<file path="src/rtl/adder_clk_regs.sv">
module adder_clk_regs #(
  parameter int ADDR_W = 8,
  parameter int DW     = 32
) (
  input  logic              clk,
  input  logic              rst_n,
  input  logic [ADDR_W-1:0] addr,
  input  logic              wr_en,
  input  logic [DW-1:0]     wr_data,
  input  logic              rd_en,
  output logic [DW-1:0]     rd_data,
  input  logic              bus_clk_in,
  input  logic              ref_clk_in,
  output logic              clk_out
);

  localparam logic [ADDR_W-1:0] OFF_A   = ADDR_W'('h0);
  localparam logic [ADDR_W-1:0] OFF_B   = ADDR_W'('h4);
  localparam logic [ADDR_W-1:0] OFF_SUM = ADDR_W'('h8);
  localparam logic [ADDR_W-1:0] OFF_SEL = ADDR_W'('hC);

  logic [DW-1:0] op_a, op_b, sum, rd_word;
  logic          sel;

  assign sum     = op_a + op_b;
  assign clk_out = sel ? ref_clk_in : bus_clk_in;

  always_ff @(posedge clk) begin
    if (!rst_n) begin
      op_a <= '0;
      op_b <= '0;
      sel  <= 1'b0;
    end else if (wr_en) begin
      if (addr == OFF_A)   op_a <= wr_data;
      if (addr == OFF_B)   op_b <= wr_data;
      if (addr == OFF_SEL) sel  <= wr_data[0];
    end
  end

  always_comb begin
    case (addr)
      OFF_A:   rd_word = op_a;
      OFF_B:   rd_word = op_b;
      OFF_SUM: rd_word = sum;
      OFF_SEL: rd_word = {{(DW-1){1'b0}}, sel};
      default: rd_word = '0;
    endcase
  end

  always_ff @(posedge clk) begin
    if (!rst_n)     rd_data <= '0;
    else if (rd_en) rd_data <= rd_word;
  end


  a_r2_store_a: assert property (@(posedge clk) disable iff (!rst_n)
    wr_en && addr == OFF_A |=> op_a == $past(wr_data));


  a_r4_sum_write_ignored: assert property (@(posedge clk) disable iff (!rst_n)
    wr_en && addr == OFF_SUM |=> $stable(op_a) && $stable(op_b) && $stable(sel));


  a_r5_sel_upper_zero: assert property (@(posedge clk) disable iff (!rst_n)
    rd_en && addr == OFF_SEL |=> rd_data[DW-1:1] == '0);


  a_r7_undecoded_zero: assert property (@(posedge clk) disable iff (!rst_n)
    rd_en && addr != OFF_A && addr != OFF_B && addr != OFF_SUM && addr != OFF_SEL
    |=> rd_data == '0);


  a_r9_hold: assert property (@(posedge clk) disable iff (!rst_n)
    !rd_en |=> $stable(rd_data));

endmodule

</file>
<file path="config.mk">
export PLATFORM = sky130hd
export DESIGN_NAME = adder_clk_regs
export DESIGN_NICKNAME = d
export VERILOG_FILES = /design/src/rtl/adder_clk_regs.sv
export SDC_FILE = /design/constraint.sdc
export NUM_CORES = 1
export LEC_CHECK = 0
export ABC_AREA = 0
export BUFFER_PORTS_ARGS = -buffer_cell sky130_fd_sc_hd__buf_2
export CAP_MARGIN = 10
export CORE_AREA = 2 2 134 136
export DETAILED_ROUTE_END_ITERATION = 8
export DIE_AREA = 0 0 136 138
export GPL_ROUTABILITY_DRIVEN = 0
export GPL_TIMING_DRIVEN = 0
export SLEW_MARGIN = 20
export SYNTH_ARGS = -nofsm -noshare
export SYNTH_HDL_FRONTEND = slang
export SYNTH_SLANG_ARGS = --single-unit
</file>
<file path="constraint.sdc">
create_clock -name clk -period 2.3 [get_ports clk]
set_input_delay 0.575 -clock clk [delete_from_list [all_inputs] [get_ports clk]]
set_output_delay 0.575 -clock clk [all_outputs]
set_load 0.02 [all_outputs]
</file>
==> out/summary.md <==
For the pin with the worst max-slew slack, the measured transition is 0.700 ns. After legalization and detailed placement, the total HPWL measured 14,300 um. Across all hold checks on the routed design, the worst slack comes to 0.454 ns. Yosys mapped the design onto 65 distinct sky130hd cell types. Setup repair after global routing could not meet its margin everywhere. The worst hold path cell count is 3, and the number of hold violations in the final report is 0.

The routed via count divided by cell count works out to 5.40. The average size of a mapped cell was 7.79 um2; the largest buffer count on any clock path was 2. By instance count, the leading cell after synthesis is sky130_fd_sc_hd__nand2_1.

Entering global routing, the biggest net connects 15 pins. The logs give 0.36 ns for the clock latency at the later pin of the worst-skew pair and 43.0% for the utilization after layout. For the worst setup path, the data arrival time is 2.48 ns.

The number of antenna violations at the first check in global routing was 0; the number of H-tree levels was 3. The number of cells on the worst reg-to-reg path is 10. The tool flagged a number of max-cap violations equal to 0. For the number of nets in the layout, the log shows 930.

The tools report the DRC marker count from the first detailed-route iteration as 427. The flow ran to the end, and the final reports show no timing, DRC or antenna violations. STA classifies the critical path endpoint as a register. The top fanout value on the critical path is 6, and the power density relative to cell area is 454 nW/um2.

Number of clock sinks: 97. Across the VDD grid, the largest voltage drop is 0.350 mV. Count of port buffers added during placement: 76. The most instantiated flip-flop cell in the synthesis netlist was sky130_fd_sc_hd__dfxtp_1.

Dividing the final minimum period by the clock period gives 98.2%. After floorplanning, the core was sized to cover 17,500 um2. After floorplanning, the core was divided into 49 placement rows. The number of nets handed over by synthesis was 838. In this run the worst hold path is classified as input pin to register. The run gives 5,525 as the via count of the first global-routing pass.

The time the worst path needs with I/O delays and setup was 2.26 ns. The global-route wire length before repair was 30,600 um. By area the synthesized netlist is led by sky130_fd_sc_hd__dfxtp_1, sky130_fd_sc_hd__nand2_1, sky130_fd_sc_hd__a21oi_1. For the pre-CTS setup slack, the log shows -0.852 ns. The tools report the final wirelength as 19,700 um.

Relative to the synthesized area, the layout overhead comes to 27.5%. The post-detailed-route wirelength per cell came out at 18.1 um. In this run, CTS created clock tree buffers numbering 9. In this design, the stage delay of the slowest critical-path cell is 0.38 ns. Derived from the worst setup path, the maximum achievable clock frequency is 443 MHz. The number of synthesized flops with an enable pin came out at 0. The run gives 53.4% as the worst slew margin relative to its limit. The number of antenna diodes in the final layout is 0. Setup violations remaining at the end of the flow were counted as 0.

The slowest cell on the critical path is sky130_fd_sc_hd__fa_2. During synthesis, Yosys emitted a total of 0 warnings. The signal on the critical path passes through ha_4, inv_1, fa_2, nor2b_4, o221ai_2, nand2_2, a21oi_4, o41ai_1, xnor2_1, o22ai_1. The count of nets left with antenna violations once routing finished came out at 0. Across the routed clock network, the largest skew measured is 0.0102 ns. The die footprint is 18,800 um2, and the initial core utilization is 33.8%. For the worst setup margin, the log shows 0.0412 ns. Clock-pin transition on the worst setup and hold timing paths: 0.07 ns. Critical path class: register to register. The max-slew violation total from the final report is 0, and the via count of the routed design is 5,855.

The synthesized netlist occupies a cell area of 5920 um2. The overall power consumption is 3.43 mW, and the height of the chip is 138 um. The cell type with the largest total area after synthesis was sky130_fd_sc_hd__dfxtp_1.

STA puts the critical path data required time at 2.52 ns. The run gives 7 as the number of detailed-routing iterations run before antenna repair. The flip-flop and latch count after synthesis was 97. For this design the top-level I/O count stands at 79. For the total placed cells including tap cells, the log shows 1,065.

The synthesized design devotes to its leading area cell type 32.8% of total area. Global routing used 20.9% of the available tracks. Summing all non-filler instances in the final layout gives an area of 7540 um2. Summed over all layers, the global routing overflow is 0. For this run, asynchronously set or reset flops after synthesis account for 0%. The run gives 6590 um2 as the post-placement cell area. The proportion of layout cells with a drive suffix above 1 is 28.0%. The finished layout holds 1,085 standard cells, fillers aside.

The final sum of negative setup slack is 0 ns. For the register area share after synthesis, the log shows 32.8%. In the routed design, unresolved DRC markers number 0. For the synthesized instance count, the log shows 760. From left edge to right edge, the die measures 136 um. The tools report the kind of start point of the critical path as a register. By count the netlist is led by sky130_fd_sc_hd__nand2_1, sky130_fd_sc_hd__a21oi_1, sky130_fd_sc_hd__dfxtp_1, sky130_fd_sc_hd__o21ai_0, sky130_fd_sc_hd__clkbuf_1. In this run the static leakage power is 2.84 nW. The tree is rooted in a sky130_fd_sc_hd__clkbuf_16. TritonCTS built the clock tree.
-- layout by cell type, fill, tap and decap left out, types with 12 or more instances in the layout --
cell,n
sky130_fd_sc_hd__nand2_1,164
sky130_fd_sc_hd__a21oi_1,96
sky130_fd_sc_hd__dfxtp_1,84
sky130_fd_sc_hd__buf_2,78
sky130_fd_sc_hd__o21ai_0,26
sky130_fd_sc_hd__nor2_1,23
sky130_fd_sc_hd__buf_4,19
sky130_fd_sc_hd__mux2_2,18
sky130_fd_sc_hd__a22oi_1,17
sky130_fd_sc_hd__mux2i_1,17
sky130_fd_sc_hd__clkbuf_1,16
sky130_fd_sc_hd__a21o_1,14
sky130_fd_sc_hd__xnor2_1,13
sky130_fd_sc_hd__ha_4,13
sky130_fd_sc_hd__dfxtp_2,13
sky130_fd_sc_hd__o21ai_1,12
sky130_fd_sc_hd__ha_1,12
-- report_power, final --
part / internal [mW] / switching, mW
combinational: 0.0627 / 0.121
clock: 0.894 / 0.668
sequential: 1.68 / 0.00184
total: 2.64 / 0.790
-- layer usage --
metal  share of wire, %  routed length, um  track usage, %  vias to the layer above
li1                   -                  -               -                     2882
met1                 47               9250            29.6                     2780
met2                 46               8970            32.4                      172
met3                5.6               1100            3.70                       21
met4                1.7                339            6.36                        0
met5                  0                  0               0                        -
-- critical path: cells and delay by family (launching register included) --
kind	cells	cell delay [ns]
AO/OA/AOI/OAI	4	0.73
XOR/XNOR	1	0.17
adder cells (fa/ha/maj)	2	0.51
buffers and inverters	1	0.05
flip-flops	1	0.36
AND/OR/NAND/NOR	2	0.30
-- final timing paths --
kind	start	to	slack, ns
worst max-delay path	op_a[0]$_SDFFE_PN0P_	rd_data[26]$_SDFFE_PN0P_	0.04
worst max register to register	op_a[0]$_SDFFE_PN0P_	rd_data[26]$_SDFFE_PN0P_	0.04
worst min-delay path	wr_data[16]	op_b[16]$_SDFFE_PN0P_	0.45
worst min register to register	rd_data[5]$_SDFFE_PN0P_	rd_data[5]$_SDFFE_PN0P_	0.46
-- registers in the layout (all words and copies together) (netlist names) --
register	count
op_a	32
op_b	32
rd_data	32
sel	1
-- logic make-up after synthesis --
family / share of synthesized area, %
fa+ha+maj: 6.89
simple gates: 21.6
flops: 32.8
xor+xnor: 3.70
mux: 6.68
buf+inv: 4.52
compound gates: 23.8
-- repair_timing --
item | in CTS | in global routing
gates resized for setup | 41 | 116
endpoints found under the setup margin | 54 | 86
hold endpoints to repair | 0 | 0
hold buffers | 0 | 0
pin swaps | 8 | 18
setup buffers | 8 | 7
-- final cells by class --
type / instances / area, um2
Inverter: 11 / 41.3
Multi-Input combinational cell: 602 / 4210
Clock buffer: 12 / 256
Sequential cell: 97 / 1960
Timing Repair Buffer: 91 / 509
Clock inverter: 3 / 40.0
Tap cell: 229 / 287
Buffer: 40 / 244
Fill cell: 1809 / 9990
No activity file was read; power rests on OpenSTA's default activity.
